## config.mk

```make
export PLATFORM = sky130hd
export DESIGN_NAME = opfwd_unit
export DESIGN_NICKNAME = d
export VERILOG_FILES = /design/src/rtl/opfwd_pkg.sv /design/src/rtl/opfwd_wb_pick.sv /design/src/rtl/opfwd_sel_logic.sv /design/src/rtl/opfwd_operand_mux.sv /design/src/rtl/opfwd_unit.sv
export SDC_FILE = /design/constraint.sdc
export NUM_CORES = 1
export LEC_CHECK = 0
export ABC_AREA = 1
export BUFFER_PORTS_ARGS = -buffer_cell sky130_fd_sc_hd__clkbuf_2
export CORE_AREA = 2 2 98 100
export DETAILED_ROUTE_END_ITERATION = 6
export DIE_AREA = 0 0 100 102
export PLACE_DENSITY_LB_ADDON = 0.15
export SETUP_SLACK_MARGIN = 0.5
export SYNTH_ARGS = -nofsm -noshare
export SYNTH_HDL_FRONTEND = slang
export SYNTH_SLANG_ARGS = --single-unit
```

## constraint.sdc

```tcl
create_clock -name vclk -period 2.6
set_input_delay 0.52 -clock vclk [all_inputs]
set_output_delay 0.52 -clock vclk [all_outputs]
set_load 0.02 [all_outputs]
```

## src/rtl/opfwd_pkg.sv

```systemverilog
package opfwd_pkg;
  localparam int OPFWD_NUM_OPS = 2;

  typedef enum logic [1:0] {
    FWD_FROM_RF  = 2'b00,
    FWD_FROM_MWB = 2'b01,
    FWD_FROM_EXM = 2'b10
  } fwd_sel_t;
endpackage

```

## src/rtl/opfwd_wb_pick.sv

```systemverilog
module opfwd_wb_pick #(
  parameter int DATA_W = 32
) (
  input  logic              mem_to_reg,
  input  logic [DATA_W-1:0] alu_val,
  input  logic [DATA_W-1:0] mem_val,
  output logic [DATA_W-1:0] wb_val
);
  // Value the older producer is about to write back
  always_comb begin
    wb_val = mem_to_reg ? mem_val : alu_val;
  end
endmodule

```

## src/rtl/opfwd_sel_logic.sv

```systemverilog
module opfwd_sel_logic
  import opfwd_pkg::*;
#(
  parameter int REG_W = 5
) (
  input  logic [REG_W-1:0] src_reg,
  input  logic             exm_wr_en,
  input  logic [REG_W-1:0] exm_dst,
  input  logic             mwb_wr_en,
  input  logic [REG_W-1:0] mwb_dst,
  output fwd_sel_t         sel
);
  localparam logic [REG_W-1:0] ZERO_REG = '0;

  logic exm_hit;
  logic mwb_hit;

  always_comb begin
    exm_hit = exm_wr_en && (exm_dst != ZERO_REG) && (exm_dst == src_reg);
    mwb_hit = mwb_wr_en && (mwb_dst != ZERO_REG) && (mwb_dst == src_reg);
    // younger producer takes precedence over the older one
    if (exm_hit)      sel = FWD_FROM_EXM;
    else if (mwb_hit) sel = FWD_FROM_MWB;
    else              sel = FWD_FROM_RF;
  end
endmodule

```

## src/rtl/opfwd_operand_mux.sv

```systemverilog
module opfwd_operand_mux
  import opfwd_pkg::*;
#(
  parameter int DATA_W = 32
) (
  input  fwd_sel_t          sel,
  input  logic [DATA_W-1:0] rf_val,
  input  logic [DATA_W-1:0] exm_val,
  input  logic [DATA_W-1:0] wb_val,
  output logic [DATA_W-1:0] opnd
);
  always_comb begin
    unique case (sel)
      FWD_FROM_EXM: opnd = exm_val;
      FWD_FROM_MWB: opnd = wb_val;
      default:      opnd = rf_val;
    endcase
  end
endmodule

```

## src/rtl/opfwd_unit.sv

```systemverilog
module opfwd_unit
  import opfwd_pkg::*;
#(
  parameter int REG_W  = 5,
  parameter int DATA_W = 32
) (
  input  logic [REG_W-1:0]  src_a_reg,
  input  logic [REG_W-1:0]  src_b_reg,
  input  logic [DATA_W-1:0] src_a_rf,
  input  logic [DATA_W-1:0] src_b_rf,
  input  logic              exm_wr_en,
  input  logic [REG_W-1:0]  exm_dst,
  input  logic [DATA_W-1:0] exm_result,
  input  logic              mwb_wr_en,
  input  logic [REG_W-1:0]  mwb_dst,
  input  logic              mwb_mem_to_reg,
  input  logic [DATA_W-1:0] mwb_alu_result,
  input  logic [DATA_W-1:0] mwb_mem_data,
  output logic [1:0]        sel_a,
  output logic [1:0]        sel_b,
  output logic [DATA_W-1:0] opnd_a,
  output logic [DATA_W-1:0] opnd_b
);
  localparam int NOPS = OPFWD_NUM_OPS;

  logic [REG_W-1:0]  op_src [NOPS];
  logic [DATA_W-1:0] op_rf  [NOPS];
  fwd_sel_t          op_sel [NOPS];
  logic [DATA_W-1:0] op_out [NOPS];
  logic [DATA_W-1:0] wb_val;

  always_comb begin
    op_src[0] = src_a_reg;
    op_src[1] = src_b_reg;
    op_rf[0]  = src_a_rf;
    op_rf[1]  = src_b_rf;
  end

  opfwd_wb_pick #(.DATA_W(DATA_W)) u_wb (
    .mem_to_reg (mwb_mem_to_reg),
    .alu_val    (mwb_alu_result),
    .mem_val    (mwb_mem_data),
    .wb_val     (wb_val)
  );

  for (genvar g = 0; g < NOPS; g++) begin : g_op
    opfwd_sel_logic #(.REG_W(REG_W)) u_sel (
      .src_reg   (op_src[g]),
      .exm_wr_en (exm_wr_en),
      .exm_dst   (exm_dst),
      .mwb_wr_en (mwb_wr_en),
      .mwb_dst   (mwb_dst),
      .sel       (op_sel[g])
    );

    opfwd_operand_mux #(.DATA_W(DATA_W)) u_mux (
      .sel     (op_sel[g]),
      .rf_val  (op_rf[g]),
      .exm_val (exm_result),
      .wb_val  (wb_val),
      .opnd    (op_out[g])
    );

    // checks on each operand's select and mux output
    always_comb begin
      assert_sel_legal_R9: assert (op_sel[g] != 2'b11);
      if (op_sel[g] == FWD_FROM_EXM) begin
        assert_exm_guard_R1: assert (exm_wr_en && exm_dst != '0 && exm_dst == op_src[g]);
        assert_exm_pick_R6: assert (op_out[g] == exm_result);
      end
      if (op_sel[g] == FWD_FROM_MWB) begin
        assert_mwb_guard_R2: assert (mwb_wr_en && mwb_dst != '0 && mwb_dst == op_src[g]);
        assert_mwb_yield_R3: assert (!(exm_wr_en && exm_dst != '0 && exm_dst == op_src[g]));
        assert_wb_pick_R7: assert (op_out[g] == (mwb_mem_to_reg ? mwb_mem_data : mwb_alu_result));
      end
      if (op_sel[g] == FWD_FROM_RF) begin
        assert_rf_pick_R4: assert (op_out[g] == op_rf[g]);
      end
    end
  end

  always_comb begin
    sel_a  = op_sel[0];
    sel_b  = op_sel[1];
    opnd_a = op_out[0];
    opnd_b = op_out[1];
  end
endmodule

```

# Word level (Yosys, flattened, before mapping)

Cells that the tools add are included.

Equal/unequal tests: 8
Mux-type cells: 7
Reduce and logical (&&, ||, !) cells: 8

Operators by type and width:

| cell                                                             | number |
|---|---|
| 32-bit case mux with 2 select lines                              | 2 |
| 32-bit 2-to-1 mux                                                | 1 |
| 5-bit == test                                                    | 4 |
| 5-bit nonzero test                                               | 2 |
| 1-bit logical AND                                                | 6 |
| 2-bit by 1-bit == test with 1-bit output (second input constant) | 2 |
| 2-bit == test (second input constant)                            | 2 |
| 2-bit 2-to-1 mux                                                 | 2 |
| 1-bit 2-to-1 mux                                                 | 2 |

Register bits: 0
Output and inout port bits: 68
Word-level logic and storage cells: 23

# Logic depth before layout (Yosys ltp)

Gate-level depths: netlist (run 1).

Word-level depth: 7
Gate-level depth with buffers: 10

# Cells and area by module

Synthesis (run 1) repeated with hierarchy kept, for this count alone.

Cells, all modules: 626
Area, all modules: 2691.3 um2

By module, submodules not included:

| module            | instances | cells each | area an instance (um2) | seq. area each (um2) |
|---|---|---|---|---|
| opfwd_operand_mux | 2         | 210        | 878.3                  | 0.0 |
| opfwd_wb_pick     | 1         | 104        | 491.7                  | 0.0 |
| opfwd_sel_logic   | 2         | 51         | 221.5                  | 0.0 |

# Least setup slack after synthesis (run 1)

No wires, ideal clock.

Path kind: input to output
Start point: in mwb_dst[0]
End point: out sel_a[0]
Arrival time: 1557 ps
Path slack: 523 ps
Stages on the path: 7
Cells stage by stage: buf_2 > xnor2_1 > nand2_1 > nor2_1 > nand3_2 > buf_4 > nor2_1

Cells in the longest elaborated chain, start to end: 5

Ends and longest elaborated chain:

| item                | RTL line              | source |
|---|---|---|
| from (decl)         | opfwd_unit.sv:15      | `input logic [REG_W-1:0] mwb_dst,` |
| 5-bit nonzero test  | opfwd_sel_logic.sv:20 | `mwb_hit = mwb_wr_en && (mwb_dst != ZERO_REG) && (mwb_dst == src_reg);` |
| 1-bit logical AND   | opfwd_sel_logic.sv:20 |  |
| 1-bit logical AND * | opfwd_sel_logic.sv:20 |  |
| 1-bit 2-to-1 mux *  | opfwd_sel_logic.sv:23 | `else if (mwb_hit) sel = FWD_FROM_MWB;` |
| 2-bit 2-to-1 mux *  | opfwd_sel_logic.sv:22 | `if (exm_hit) sel = FWD_FROM_EXM;` |
| to (decl)           | opfwd_unit.sv:19      | `output logic [1:0] sel_a,` |

Mark *: on every way between the ends. The rest lies on a longest branch, timed or not.

# Worst setup path in the final report (run 1)

Start point: in src_a_reg[4]
End point: out opnd_a[8]

Cells in the longest elaborated chain, start to end: 6

Ends and longest elaborated chain:

| item                                                                      | RTL line                | source |
|---|---|---|
| from (decl)                                                               | opfwd_unit.sv:7         | `input logic [REG_W-1:0] src_a_reg,` |
| 5-bit == test                                                             | opfwd_sel_logic.sv:20   |  |
| 1-bit logical AND                                                         | opfwd_sel_logic.sv:20   |  |
| 1-bit 2-to-1 mux                                                          | opfwd_sel_logic.sv:23   |  |
| 2-bit 2-to-1 mux *                                                        | opfwd_sel_logic.sv:22   |  |
| 2-bit by 1-bit == test with 1-bit output or 2-bit == test (tied branches) | n/a                     |  |
| 32-bit case mux with 2 select lines *                                     | opfwd_operand_mux.sv:13 | `unique case (sel)` |
| to (decl)                                                                 | opfwd_unit.sv:21        | `output logic [DATA_W-1:0] opnd_a,` |

Marked as above.

==> metrics.cfg, run 1 <==
[timing]
slew_headroom_pct = 78.3
worstMarginPinSlew_ps = 326
rsz0062_at_grt = yes
setup_slack_ps = 183
min_period_ps = 2420
setup_violations = 0
holdWs_ps = 1360
finalHoldViolCount = 0
max_freq_ghz = 0.414
drv_slew = 0
fin_setup_tns_ps = 0
finalCritPeriodShare_pct = 93.0

[global_routing]
overflow = 0
grt_pass1_vias = 3823
grt_pass1_wl_um = 19100
grt_usage_pct = 23.2
antenna_found_initial = 1
grt_start_max_net_pins = 65

[floorplan]
dieArea_um2 = 10200
core_um2 = 9110
initial_core_util_pct = 25.3
dieWidth_um = 100
ios = 251
fp.dieH_um = 102
num_rows = 35

[finish]
final_cells = 812
seq_area_um2 = 0
drive_gt1_share_pct = 80.9
areaGrowthSynthToFinish_pct = 186
nFlopsAndLatches = 0
antenna_cells = 0
nClkBuffers = 0
finalNetCount = 886

[critical_path]
critPathCaptureType = primary output
crit_fanout = 8
cp.arrival_ps = 1900
crit_type = in -> out
required_ps = 2080
critPathLaunchType = primary input

[yosys]
netlist_area_um2 = 2300
avgSynthCellArea_um2 = 5.38
synth_cell_types = 17
synth_warnings = 0
syn_nets = 611
yosysSeqAreaShare_pct = 0
syn_inst = 428

[placed_design]
dp.cells = 767
hpwl_um = 9120
dp_slack_ps = 207
io_buffers = 251
globalplace.congestion = 0.839

[drt]
initialDrtViolationCount = 205
ant_nets = 0
wire_per_inst_um = 22.5
routed_wl_um = 18300
vias = 4473
drc = 0
routed_via_density = 5.51
drt-pass1-iter-count = 5

[cts]
ctsHoldBuffers = 0

[power_and_ir_drop]
ir_worst_vdd_v = 0.0000817
total_leakage_power_uw = 0.00340
powerDensity_nw_per_um2 = 147

[min_path]
holdCritPathClass = in -> out

[job]
drv_cap = 0

[status]
status = finished clean

[worst max-delay path, cell delays in order]
cell and delay (ps):
clkbuf_2 140, xor2_1 180, nor2_2 210, nand3_4 140
buf_6 160, clkinv_8 90, buf_12 150, nand2_1 70
nand3_1 80, buf_2 160
[per-stage QoR]
step                util, %  total power (uW)  area, um^2
finish                 72.3               969        6590
global route           72.3              1020        6590
CTS                    47.3               687        4310
detailed placement     40.1               594        3660
global placement       40.1               590        3660
floorplan                 -               322        2300
[cell families after synthesis]
logic type	count (synthesis)	synth area share, %
buffers and inverters	58	14.4
muxes	32	15.6
and+or+nand+nor	326	65.4
xor gates and xnor gates	12	4.56
[report_power, final]
part | total [uW] | internal [uW] | switching [uW]
Combinational | 969 | 487 | 482
Sequential | 0 | 0 | 0
Clock | 0 | 0 | 0
[cell usage after synthesis (4+ instances only)]
library cell	number	area (um^2)
nand3_1	198	991
xnor2_1	6	52.6
buf_2	17	85.1
mux2_2	32	360
inv_2	4	15.0
buf_4	17	128
xor2_1	6	52.6
nand2_1	105	394
inv_1	14	52.6
buf_6	4	45.0
nor2_1	16	60.1
[final timing paths]
| check | from | end | slack (ps) | cells past startpoint |
|---|---|---|---|---|
| hold / removal | exm_result[4] | opnd_a[4] | 1360 | 4 |
| setup / recovery | src_a_reg[4] | opnd_a[8] | 180 | 10 |
[cell type report]
class	instances	area, um^2
Inverter	19	123
Fill cell	655	2520
Multi-Input combinational cell	370	3220
Tap cell	111	139
Timing Repair Buffer	312	3110
[cells in the final DEF (no fill, tap or decap), types with 2 or more instances in the layout]
cell	Yosys	final
nand2_1	105	51
nand2_4	0	26
buf_6	4	44
nand3_1	198	69
buf_12	0	21
nor2_2	0	11
nand2_2	1	29
nand3_2	2	103
clkbuf_8	0	4
mux2_2	32	32
inv_2	4	5
clkbuf_2	0	169
buf_4	17	12
xnor2_2	0	4
buf_8	0	27
xor2_1	6	6
clkbuf_4	0	2
nor2_4	2	7
clkinv_8	0	2
buf_16	0	6
clkbuf_16	0	24
inv_1	14	7
buf_2	17	3
inv_4	0	4
nand3_4	0	28
[metal layers]
| layer | global-route usage [%] | up-vias | part of all wire (%) |
|---|---|---|---|
| li1 | - | 2041 | - |
| met1 | 28.3 | 2079 | 36 |
| met2 | 44.2 | 283 | 52 |
| met3 | 3.35 | 68 | 8.7 |
| met4 | 2.95 | 2 | 4.0 |
| met5 | 0 | - | 0.071 |
[repair_timing]
item,4_1_cts,5_1_grt
setup buffers,4,7
cloned,5,29
pin swaps,7,83
setup endpoints to repair,68,68
resized for setup,120,434
Power figures use the tool's default switching activity.
==> run 2, diff against run 1 <==
RECOVER_POWER = 25   (was not set)
==> metrics.cfg, run 2 (synthesis results as in run 1) <==
[drt]
routed_wl_um = 18200  ; about the same
vias = 4466  ; -0.16%
initialDrtViolationCount = 194  ; -5.4%
ant_nets = 0  ; unchanged
drt-pass1-iter-count = 4  ; -1
wire_per_inst_um = 22.5  ; about the same
routed_via_density = 5.50  ; -0.16%
drc = 0  ; unchanged

[floorplan]
dieWidth_um = 100  ; unchanged
dieArea_um2 = 10200  ; unchanged
num_rows = 35  ; unchanged
core_um2 = 9110  ; unchanged
fp.dieH_um = 102  ; unchanged
ios = 251  ; unchanged
initial_core_util_pct = 25.3  ; unchanged

[timing]
slew_headroom_pct = 78.1  ; -0.19 points
rsz0062_at_grt = yes
min_period_ps = 2460  ; +38.4 ps
fin_setup_tns_ps = 0  ; unchanged
finalHoldViolCount = 0  ; unchanged
max_freq_ghz = 0.407  ; -1.6%
worstMarginPinSlew_ps = 329  ; +2.79 ps
finalCritPeriodShare_pct = 94.4  ; +1.5 points
drv_slew = 0  ; unchanged
setup_violations = 0  ; unchanged

[placed_design]
dp.cells = 767  ; unchanged
io_buffers = 251  ; unchanged
placed_cell_area_um2 = 3660  ; unchanged
hpwl_um = 9120  ; unchanged
globalplace.congestion = 0.839  ; unchanged

[global_routing]
grt_pass1_vias = 3823  ; unchanged
grt_start_max_net_pins = 65  ; unchanged
overflow = 0  ; unchanged
grt_pass1_wl_um = 19100  ; unchanged
antenna_found_initial = 1  ; unchanged
grt_usage_pct = 23.2  ; unchanged

[cts]
ctsHoldBuffers = 0  ; unchanged

[critical_path]
crit_fanout = 8  ; unchanged
crit_path_start = mwb_dst[1]
critPathLaunchType = primary input
cpMostUsedCell = nand3_2
required_ps = 2080  ; about the same
slowest_delay_ps = 250  ; +40 ps
crit_chain = clkbuf_16 > clkinv_8 > nand2_4 > nand2_2 > nor2_2 > nand3_2 > nor2_4 > buf_12 > clkbuf_16 > nand3_2 > nand3_2 > clkbuf_1
endpoint = opnd_b[10]
critPathSlowestCell = clkbuf_1
crit_type = in -> out
cp.arrival_ps = 1940  ; +40 ps
critPathCaptureType = primary output

[finish]
finalNetCount = 886  ; unchanged
n_fill_cell = 661  ; +0.92%
final_cells = 812  ; unchanged
seq_area_um2 = 0  ; unchanged
mostFrequentLayoutCell = clkbuf_2
nClkBuffers = 0  ; unchanged
stdcell_area_um2 = 6550  ; -0.53%
antenna_cells = 0  ; unchanged
drive_gt1_share_pct = 80.0  ; -0.86 points
areaGrowthSynthToFinish_pct = 184
layout_common_cells = 169 x clkbuf_2, 103 x nand3_2, 69 x nand3_1, 51 x nand2_1, 40 x buf_6
nFlopsAndLatches = 0  ; unchanged

[status]
status = finished clean

[power_and_ir_drop]
p_int_uw = 480  ; -1.5%
clkPwrFrac_pct = 0  ; unchanged
ir_worst_vdd_v = 0.0000812  ; -0.59%
total_power_uw = 959  ; -0.99%
powerDensity_nw_per_um2 = 146  ; -0.46%
seq_power_share_pct = 0  ; unchanged
net-switching-power_uw = 480  ; -0.50%
swShare_pct = 50.0  ; +0.25 points
comb_power_share_pct = 100.0  ; about the same
total_leakage_power_uw = 0.00338  ; -0.56%

[job]
drv_cap = 0  ; unchanged

[min_path]
holdCritPathClass = in -> out

==> run 2: changes by cell type in the layout (fill, tap and decap cells not counted) <==
cell / delta
buf_6: -4
nor2_1: +2
clkbuf_1: +4
nor2_2: -2
==> run 2: metrics by stage <==
| step | hold slack, ps | setup WS (ps) | util [%] |
|---|---|---|---|
| detailed placement | 1390 | 207 | 40.1 |
| finish | 1360 | 145 | 71.9 |
| floorplan | 1250 | 523 | - |
| CTS | 1370 | 274 | 47.3 |
| global route | 1370 | 61.4 | 71.9 |
| global placement | 1400 | 187 | 40.1 |
==> run 2: layout make-up <==
cell class                      instances  area (um^2)  share of cell area [%]
Inverter                               19          123                    1.87
Multi-Input combinational cell        370         3210                    49.0
Tap cell                              111          139                    2.12
Timing Repair Buffer                  312         3080                    47.0
==> run 2: power groups by stage <==
stage                     logic (uW)  clock network [uW]  registers (uW)
after global routing            1010                   0               0
after floorplan                  322                   0               0
final                            959                   0               0
after global placement           590                   0               0
after detailed placement         594                   0               0
after CTS                        687                   0               0
==> run 2: worst min-delay path by stage <==
stage	startpoint	end	slack, ps	cells after the start
final	exm_result[4]	opnd_a[4]	1360	4
after global routing	exm_result[12]	opnd_a[12]	1370	4
after CTS	exm_result[21]	opnd_b[21]	1370	4
after detailed placement	src_a_rf[2]	opnd_a[2]	1390	4
after global placement	src_a_rf[12]	opnd_a[12]	1400	4
after floorplan	exm_result[0]	opnd_a[0]	1250	2
==> run 2: metal layers <==
layer | global-route usage (%) | up-vias | share of wire, %
li1 | - | 2040 | -
met1 | 28.3 | 2098 | 36
met2 | 44.2 | 267 | 52
met3 | 3.35 | 59 | 8.0
met4 | 2.95 | 2 | 3.7
met5 | 0 | - | 0.071
==> run 2: repair_timing <==
action,in CTS,in global routing
buffers inserted,4,7
resized for setup,120,434
endpoints found under the setup margin,68,68
gates cloned,5,29
pin swaps,7,83
==> run 2: worst max-delay path: cells and delay by family <==
family,cells,cell delay (ps)
and+or+nand+nor,7,630
buffers and inverters,5,770
==> run 3, diff against run 2 <==
CORE_AREA = 2 2 96 98   (was 2 2 98 100)
DIE_AREA = 0 0 98 100   (was 0 0 100 102)
SYNTH_HIERARCHICAL = 1   (was not set)
==> metrics.cfg, run 3 <==
[finish]
nClkBuffers = 0  ; unchanged
areaGrowthSynthToFinish_pct = 147
seq_area_um2 = 0  ; unchanged
nFlopsAndLatches = 0  ; unchanged
antenna_cells = 0  ; unchanged
mostFrequentLayoutCell = nand2_1
drive_gt1_share_pct = 64.5  ; -16 points
layout_common_cells = 293 x nand2_1, 169 x clkbuf_2, 118 x nand2_4, 107 x nand2_2, 64 x buf_8
finalNetCount = 1081  ; +22%

[timing]
rsz0062_at_grt = yes
fin_setup_tns_ps = -5320  ; -5320 ps
finalCritPeriodShare_pct = 104  ; +10 points
setup_slack_ps = -116  ; -261 ps
finalHoldViolCount = 0  ; unchanged
max_freq_ghz = 0.368  ; -9.6%
worstMarginPinSlew_ps = 273  ; -55.8 ps
drv_slew = 0  ; unchanged
min_period_ps = 2720  ; +261 ps
slew_headroom_pct = 81.9  ; +3.8 points
setup_violations = 64  ; +64

[power_and_ir_drop]
powerDensity_nw_per_um2 = 151  ; +3.2%
total_leakage_power_uw = 0.00430  ; +27%
ir_worst_vdd_v = 0.000108  ; +33%

[drt]
routed_wl_um = 15300  ; -16%
vias = 4997  ; +12%
drc = 0  ; unchanged
ant_nets = 0  ; unchanged
wire_per_inst_um = 15.2  ; -32%
initialDrtViolationCount = 193  ; -0.52%
routed_via_density = 4.98  ; -9.4%
drt-pass1-iter-count = 4  ; unchanged

[global_routing]
grt_usage_pct = 26.9  ; +3.7 points
overflow = 0  ; unchanged
grt_pass1_vias = 4729  ; +24%
antenna_found_initial = 0  ; -1
grt_start_max_net_pins = 33  ; -49%
grt_pass1_wl_um = 22000  ; +15%

[critical_path]
crit_path_start = exm_dst[1]
required_ps = 2080  ; about the same
crit_type = in -> out
critPathCaptureType = primary output
cp.arrival_ps = 2200  ; +260 ps
critPathLaunchType = primary input
crit_fanout = 8  ; unchanged

[yosys]
avgSynthCellArea_um2 = 4.30  ; -20%
synth_most_common_cell = nand2_1
yosysSeqAreaShare_pct = 0  ; unchanged
synth_cell_types = 18  ; +1
syn_nets = 813  ; +33%
synth_top_area_cell = nand2_1
synth_warnings = 6  ; +6
ys_top_cells_by_area = nand2_1 71%, buf_6 8.8%, inv_1 3.3%, nand2_2 2.8%, ha_1 1.9%
yosysTopAreaCellShare_pct = 70.9  ; +28 points
synth_common_cells = 508 x nand2_1, 24 x inv_1, 21 x buf_6, 12 x nand2_2, 12 x nor2_1
netlist_area_um2 = 2690  ; +17%
syn_inst = 626  ; +46%

[min_path]
holdCritPathClass = in -> out
min-delay-start = src_a_rf[1]

[status]
violations = setup timing
status = finished with violations

[placed_design]
io_buffers = 251  ; unchanged
hpwl_um = 9600  ; +5.3%
dp_slack_ps = -286  ; -493 ps
globalplace.congestion = 0.910  ; +8.5%

[floorplan]
ios = 251  ; unchanged
dieWidth_um = 98  ; -2.0%
core_um2 = 8890  ; -2.4%
num_rows = 35  ; unchanged
initial_core_util_pct = 30.3  ; +5.0 points
dieArea_um2 = 9800  ; -3.9%
fp.dieH_um = 100  ; -2.0%

[job]
drv_cap = 0  ; unchanged

[cts]
ctsHoldBuffers = 0  ; unchanged

run 3: changes by cell type in the layout (fill, tap and decap cells not counted), sizes merged, moves of 6 or more:
cell and delta:
nand2 +414, nand3 -192, mux2 -32, clkbuf -15, inv +12, o21ai +6
xnor2 -6
run 3: cell families after synthesis:
group	count (synthesis)	share of synthesized area, %
compound gates	10	2.05
xor+xnor	2	0.651
fa+ha+maj	4	1.86
buf+inv	66	17.7
simple gates	544	77.7
run 3: critical path: stages:
cell	delay (ps)
buf_12	110
nor2_4	120
nand3_4	100
a21oi_4	180
nor2_4	80
nor2_4	130
inv_2	50
ha_4	280
buf_8	120
clkinv_8	80
buf_16	170
nand2_4	80
nand2_4	50
buf_8	120
run 3: timing repair:
| item | in CTS | in global routing |
|---|---|---|
| setup endpoints to repair | 67 | 68 |
| setup buffers | 5 | 4 |
| pin swaps | 57 | 79 |
| cloned | 7 | 4 |
| endpoints found under the hold margin | 0 | 0 |
| gates resized for setup | 255 | 175 |
run 3: final timing paths:
path               endpoint  slack (ps)  depth (start not counted)
setup / recovery  opnd_b[2]        -120                         14
hold / removal    opnd_a[1]        1330                          4
run 3: power by group:
part           leakage, uW  switching (uW)  internal [uW]
combinational      0.00430             510            496
sequential               0               0              0
clock                    0               0              0
run 3: layout make-up:
| cell class | instances | area, um^2 |
|---|---|---|
| Fill cell | 666 | 2230 |
| Inverter | 31 | 171 |
| Tap cell | 111 | 139 |
| Timing Repair Buffer | 301 | 2820 |
| Multi-Input combinational cell | 560 | 3520 |
run 3: stage by stage:
step	area (um^2)	power [uW]	instances	util, %	hold slack [ps]
after global placement	4790	662	983	53.9	1360
final	6660	1010	1003	74.9	1330
after CTS	6110	885	995	68.7	1350
after floorplan	3480	415	626	-	1150
after detailed placement	4790	674	983	53.9	1360
after global routing	6660	1060	1003	74.9	1360
run 3: routing by layer:
metal,vias to the layer above,wire length (um),GRT usage (%)
li1,2386,-,-
met1,2302,5640,30.5
met2,269,8270,54.1
met3,40,1020,2.86
met4,0,361,4.91
met5,-,0,0
